**src/rtl/rxring_pkg.sv**
```systemverilog
package rxring_pkg;
  localparam logic [15:0] LEN_BUSY   = 16'hFFF0;
  localparam logic [15:0] RDPTR_BIAS = 16'd16;
  localparam int ST_OK_BIT  = 0;
  localparam int ST_ERR_BIT = 1;

  typedef enum logic [1:0] {W_IDLE, W_DATA, W_DROP, W_SEAL} wstate_e;

  // lanes 0..lane enabled
  function automatic logic [3:0] lanes_upto(input logic [1:0] lane);
    logic [4:0] m;
    m = (5'd2 << lane) - 5'd1;
    return m[3:0];
  endfunction
endpackage

```
**src/rtl/rxring_space.sv**
```systemverilog
module rxring_space #(
  parameter int RING_AW   = 13,
  parameter int MAX_FRAME = 1518
) (
  input  logic [RING_AW-1:0] wr_off,
  input  logic [RING_AW-1:0] rd_off,
  output logic               room
);
  localparam int RING_BYTES = 1 << RING_AW;
  localparam int NEED       = 4 + ((MAX_FRAME + 3) / 4) * 4;
  localparam logic [RING_AW:0] LIMIT = (RING_AW+1)'(RING_BYTES - NEED);

  logic [RING_AW-1:0] used;
  assign used = wr_off - rd_off;
  assign room = ({1'b0, used} < LIMIT);
endmodule

```
**src/rtl/rxring_packer.sv**
```systemverilog
module rxring_packer
  import rxring_pkg::*;
(
  input  logic        clk,
  input  logic        rst,
  input  logic        take,
  input  logic [1:0]  lane,
  input  logic [7:0]  byte_in,
  output logic [31:0] word,
  output logic [3:0]  be
);
  logic [31:0] held;

  always_ff @(posedge clk) begin
    if (rst) begin
      held <= '0;
    end else if (take) begin
      for (int i = 0; i < 4; i++) begin
        if (lane == 2'(i)) held[i*8 +: 8] <= byte_in;
      end
    end
  end

  always_comb begin
    word = '0;
    for (int i = 0; i < 4; i++) begin
      if (lane == 2'(i))     word[i*8 +: 8] = byte_in;
      else if (2'(i) < lane) word[i*8 +: 8] = held[i*8 +: 8];
    end
  end

  assign be = lanes_upto(lane);
endmodule

```
**src/rtl/rxring_writer.sv**
```systemverilog
module rxring_writer
  import rxring_pkg::*;
#(
  parameter int RING_AW   = 13,
  parameter int MAX_FRAME = 1518,
  parameter int MISS_W    = 16
) (
  input  logic                 clk,
  input  logic                 rst,
  input  logic                 rx_valid,
  input  logic [7:0]           rx_byte,
  input  logic                 rx_last,
  input  logic                 rx_err,
  input  logic                 rdptr_we,
  input  logic [15:0]          rdptr_wdata,
  output logic                 mem_we,
  output logic [RING_AW-3:0]   mem_waddr,
  output logic [31:0]          mem_wdata,
  output logic [3:0]           mem_wbe,
  output logic [15:0]          rdptr_q,
  output logic [15:0]          wrptr,
  output logic                 buf_empty,
  output logic                 irq_ok,
  output logic                 irq_err,
  output logic [MISS_W-1:0]    missed
);
  localparam int WORD_AW = RING_AW - 2;
  localparam logic [MISS_W-1:0] MISS_MAX = '1;

  wstate_e             state;
  logic [15:0]         rdptr_r;
  logic [RING_AW-1:0]  rd_off;
  logic [RING_AW-1:0]  wp;
  logic [RING_AW-1:0]  cur_off;
  logic [WORD_AW-1:0]  hdr_word;
  logic [WORD_AW-1:0]  end_word;
  logic [15:0]         len_r;
  logic                err_r;
  logic                room;
  logic                pk_take;
  logic [1:0]          pk_lane;
  logic [31:0]         pk_word;
  logic [3:0]          pk_be;
  logic [15:0]         seal_status;

  // software read pointer, biased by 16
  always_ff @(posedge clk) begin
    if (rst)           rdptr_r <= 16'h0000 - RDPTR_BIAS;
    else if (rdptr_we) rdptr_r <= rdptr_wdata;
  end
  assign rd_off = RING_AW'(rdptr_r + RDPTR_BIAS);

  rxring_space #(.RING_AW(RING_AW), .MAX_FRAME(MAX_FRAME)) u_space (
    .wr_off (wp),
    .rd_off (rd_off),
    .room   (room)
  );

  assign pk_take = rx_valid && ((state == W_IDLE) ? room : (state == W_DATA));
  assign pk_lane = (state == W_DATA) ? cur_off[1:0] : 2'd0;

  rxring_packer u_pack (
    .clk     (clk),
    .rst     (rst),
    .take    (pk_take),
    .lane    (pk_lane),
    .byte_in (rx_byte),
    .word    (pk_word),
    .be      (pk_be)
  );

  always_comb begin
    seal_status = '0;
    seal_status[ST_OK_BIT]  = !err_r;
    seal_status[ST_ERR_BIT] = err_r;
  end

  always_ff @(posedge clk) begin
    if (rst) begin
      state     <= W_IDLE;
      wp        <= '0;
      cur_off   <= '0;
      hdr_word  <= '0;
      end_word  <= '0;
      len_r     <= '0;
      err_r     <= 1'b0;
      mem_we    <= 1'b0;
      mem_waddr <= '0;
      mem_wdata <= '0;
      mem_wbe   <= '0;
      irq_ok    <= 1'b0;
      irq_err   <= 1'b0;
      missed    <= '0;
    end else begin
      mem_we  <= 1'b0;
      irq_ok  <= 1'b0;
      irq_err <= 1'b0;
      case (state)
        W_IDLE: begin
          if (rx_valid) begin
            if (room) begin
              mem_we    <= 1'b1;
              mem_waddr <= wp[RING_AW-1:2];
              mem_wdata <= {LEN_BUSY, 16'h0000};
              mem_wbe   <= 4'hF;
              hdr_word  <= wp[RING_AW-1:2];
              cur_off   <= wp + RING_AW'(5);
              len_r     <= 16'd1;
              state     <= W_DATA;
            end else begin
              if (missed != MISS_MAX) missed <= missed + MISS_W'(1);
              if (!rx_last) state <= W_DROP;
            end
          end
        end
        W_DATA: begin
          if (rx_valid) begin
            len_r   <= len_r + 16'd1;
            cur_off <= cur_off + RING_AW'(1);
            if (cur_off[1:0] == 2'd3 || rx_last) begin
              mem_we    <= 1'b1;
              mem_waddr <= cur_off[RING_AW-1:2];
              mem_wdata <= pk_word;
              mem_wbe   <= pk_be;
            end
            if (rx_last) begin
              err_r    <= rx_err;
              end_word <= cur_off[RING_AW-1:2] + WORD_AW'(1);
              state    <= W_SEAL;
            end
          end
        end
        W_SEAL: begin
          mem_we    <= 1'b1;
          mem_waddr <= hdr_word;
          mem_wdata <= {len_r, seal_status};
          mem_wbe   <= 4'hF;
          wp        <= {end_word, 2'b00};
          irq_ok    <= !err_r;
          irq_err   <= err_r;
          state     <= W_IDLE;
        end
        W_DROP: begin
          if (rx_valid && rx_last) state <= W_IDLE;
        end
        default: state <= W_IDLE;
      endcase
    end
  end

  assign rdptr_q   = rdptr_r;
  assign wrptr     = 16'(wp);
  assign buf_empty = (wp == rd_off);
endmodule

```
**config.mk**
```make
export PLATFORM = sky130hd
export DESIGN_NAME = rxring_writer
export DESIGN_NICKNAME = d
export VERILOG_FILES = /design/src/rtl/rxring_pkg.sv /design/src/rtl/rxring_space.sv /design/src/rtl/rxring_packer.sv /design/src/rtl/rxring_writer.sv
export SDC_FILE = /design/constraint.sdc
export NUM_CORES = 1
export LEC_CHECK = 0
export ABC_CLOCK_PERIOD_IN_PS = 4150
export BUFFER_PORTS_ARGS = -buffer_cell sky130_fd_sc_hd__buf_2
export CORE_ASPECT_RATIO = 0.75
export CORE_MARGIN = 2
export CORE_UTILIZATION = 58
export DETAILED_ROUTE_END_ITERATION = 10
export GPL_TIMING_DRIVEN = 1
export HOLD_SLACK_MARGIN = 0.02
export PLACE_DENSITY = 0.92
export SETUP_SLACK_MARGIN = 0.15
export SLEW_MARGIN = 20
export SYNTH_ARGS = -nofsm -noshare
export SYNTH_HDL_FRONTEND = slang
export SYNTH_SLANG_ARGS = --single-unit
```
**constraint.sdc**
```tcl
create_clock -name clk -period 4.15 [get_ports clk]
set_input_delay 0.83 -clock clk [delete_from_list [all_inputs] [get_ports clk]]
set_output_delay 0.83 -clock clk [all_outputs]
set_load 0.05 [all_outputs]
```
==> summary.md <==
| Metric | Value |
|---|---|
| CP peak stage delay | `approximately 0.43 ns` |
| Sink Count | `roughly 170` |
| Largest net degree at the start of global routing | `101` |
| Vias | `8762` |
| Most frequent cells in the layout | `dfxtp_1 (171), a21oi_1 (137), buf_2 (122), nand2_1 (114), nor2_1 (99)` |
| Slew headroom | `29.21%` |
| Placed cell count | `around 1300` |
| DRT Wirelength | `between 20000 and 30000 um` |
| Depth of the CTS H-tree | `4` |
| Wire length of the first global-routing pass | `between 40000 and 50000 um` |
| CP top delay family | `simple AND/OR/NAND/NOR gates` |
| Footprint of the multi-input gates | `between 4000 and 5000 um2` |
| Ratio of final minimum period to clock period | `86.80%` |
| Worst Setup SP | `rdptr_q[4]` |
| Peak VDD IR | `around 0.27 mV` |
| WL per Instance | `18.23 um` |
| Crit-path max FO | `42` |
| Most common cell after layout, fill and taps aside | `dfxtp_1` |
| Slew Viols, Final | `0` |
| Core footprint | `14600 um2` |
| Worst Setup End Kind | `flip-flop` |
| I/O Buffers | `123` |
| CP most frequent cell | `ha_1` |
| Worst path bufs/invs | `1` |
| Status | `completed` |
| Synth Area per Inst | `8.047 um2` |
| Yosys top cell by area | `dfxtp_1` |
| Post-Layout Cell Count | `1375` |
| Post-layout util | `68.70%` |
| Via density | `between 6 and 7` |
| Pwr Density | `423.5 nW/um2` |
| CP Data Arrival Time | `3.93 ns` |
| GPL Wtd Cong | `0.9554` |
| Post-DRT Antenna Nets | `0` |
| Die width | `145.7 um` |
| FILL cells | `1087` |
| Critical path class | `reg -> reg` |
| Setup bufs post-CTS | `0` |
| Pre-antenna DRT Iters | `6` |
| Area growth from synthesis to layout | `14.86%` |
| Count of mapped cells out of synthesis | `~1100` |
| Cell area after layout | `10030 um2` |
| Layout cells sized above 1 | `16.85%` |
| FP Rows | `38` |
| Worst slew pin tran | `1.058 ns` |
| CTS tree | `yes` |
| Clock skew | `0.01184 ns` |
| Die height | `roughly 110 um` |
| Dpl hpwl | `16430 um` |
| Hold Crit Class | `reg -> reg` |
| Dpl ws | `0.5694 ns` |
| Dpl cell area | `9449 um2` |
| Vias in the first global route | `between 7000 and 8000` |
| Clock slew at reported path FFs | `0.07 ns` |
| Sequential area share after synthesis | `approximately two fifths` |
| Cts hold-fix bufs | `0` |
| FFs w/ async S/R, synth | `0%` |
| All-Layer GR Usage | `31.09%` |
| # IOs | `approximately 130` |
| Post-synth top flop | `dfxtp_1` |
| Setup TNS | `0 ns` |
| Congestion Overflow GR | `0` |
| Crit start category | `flip-flop` |
| Clock buffer count from CTS | `17` |
| Root buffer cell | `clkbuf_16` |
| Post-CTS resize count | `0` |
| Synth unique cells | `64` |
| DR iter-0 viols | `about 1400` |
| Final WS setup | `0.5477 ns` |
| Ys Warns | `0` |
| Static Leak | `3.843 nW` |
| Layout Nets | `1208` |
| Die area | `16060 um2` |
| Total chip power | `4.247 mW` |
| CP Cell Sequence | `ha_1 -> nand3_1 -> xor2_1 -> ha_1 -> or3_1 -> o311a_1 -> or3b_4 -> a21oi_4 -> o21ai_2 -> buf_12 -> nor4_1 -> mux2_2` |
| Initial Util | `between 50 and 60%` |
| Synth top area share | `39.21%` |
| Final setup fails | `0` |
| Max capacitance violation total | `0` |
| ANT cells | `0` |
| CP required | `~4.5 ns` |
| RSZ-0062 raised after global routing | `false` |
| Register area | `approximately 3400 um2` |
| Hold WS | `0.4528 ns` |
| Max Fclk | `around 0.28 GHz` |
| Synth area leaders | `dfxtp_1 (39%), a21oi_1 (7.9%), mux2i_1 (7.6%), nand2_1 (4.9%), nor2_1 (4.3%)` |
| CP max stage cell | `dfxtp_1` |
| Yosys reg bits | `~170` |
| Clock Tree Buf Depth | `2` |
| R2r startpoint | `rdptr_q[4]` |
| Hold wc startpoint | `end_word[8]` |
| EDFF count, synth | `0` |
| Drc violations | `0` |
| Initial antenna violation count | `1` |
| Minimum clock period | `3.602 ns` |
| Synth Cell Area | `8731 um2` |
| Final hold vios | `0` |
| Clock Latency Late Sink | `between 0.4 and 0.5 ns` |
[cell type report]
class / count / area share, %
multi-input cells: 811 / 48.63
well taps: 200 / 2.495
clock inverters: 11 / 1.085
inverters: 8 / 0.2994
flip-flops and latches: 171 / 34.14
clock buffers: 21 / 4.691
repair buffers: 153 / 8.659
[state kept, by name (all words and copies together), names as in the netlist]
| register | cells |
|---|---|
| cur_off | 13 |
| end_word | 11 |
| err_r | 1 |
| hdr_word | 11 |
| irq_err | 1 |
| irq_ok | 1 |
| len_r | 16 |
| mem_waddr | 11 |
| mem_wbe | 4 |
| mem_wdata | 32 |
| mem_we | 1 |
| missed | 16 |
| rdptr_q | 16 |
| state | 2 |
| u_pack.held | 24 |
| wp | 11 |
[cells in the mapped netlist, types with 5 or more instances]
cell type    n
o21ai_1      5
nor2b_1      6
mux2i_1     66
o21ai_0     68
dfxtp_1    171
buf_2        7
nand4_1     17
or3_1       13
inv_1        7
a221oi_1    11
or4_1       23
a211oi_1    16
o31ai_1     20
and3_1      15
clkbuf_1    80
nand2b_1     5
buf_4        7
xnor2_1     16
nor3_1      14
a21oi_1    137
nand3_1     57
xor2_1      16
ha_1        16
a311oi_1     9
nand2_1    114
nor2_1      99
[worst reg2reg max path, cell delays in order (launching register included)]
cell and delay, ns:
dfxtp_1 0.43, ha_1 0.28, nand3_1 0.11, xor2_1 0.16
ha_1 0.22, or3_1 0.37, o311a_1 0.34, or3b_4 0.41
a21oi_4 0.20, o21ai_2 0.10, buf_12 0.19, nor4_1 0.32
mux2_2 0.37
[worst paths after layout]
check / to / slack, ns / cells after the start
max reg2reg: missed[15] / 0.55 / 12
min: wp[10] / 0.45 / 2
max: missed[15] / 0.55 / 12
min reg2reg: wp[10] / 0.45 / 2
[kinds of logic (layout without fill, tap and decap cells)]
kind of cell             count (synthesis)  count (layout)  share of synthesized area (%)
AND/OR/NAND/NOR                        382             382                          20.98
AO/OA/AOI/OAI                          306             306                          21.01
flip-flops                             171             171                          39.21
buffers and inverters                  107             193                          5.173
multiplexers                            70              70                          8.082
XOR/XNOR                                32              32                          3.210
adder cells (fa/ha/maj)                 16              16                          2.293
other                                    1               5                        0.04295
[where the power goes]
| part | switching [mW] | total (mW) | internal [mW] | leakage (nW) |
|---|---|---|---|---|
| registers | 0.0668 | 1.79 | 1.72 | 1.39 |
| clock network | 0.683 | 1.56 | 0.880 | 0.273 |
| logic | 0.639 | 0.894 | 0.255 | 2.18 |
| total | 1.39 | 4.25 | 2.86 | 3.84 |
[per-layer routing]
metal  up-vias  global-route usage (%)  part of all wire (%)
met1      4090                   42.56                    42
li1       4082                       -                     -
met4         2                   10.43                   2.5
met3        70                   8.642                    11
met5         -                       0                 0.052
met2       518                   47.71                    44
No activity file was read; power rests on OpenSTA's default activity.
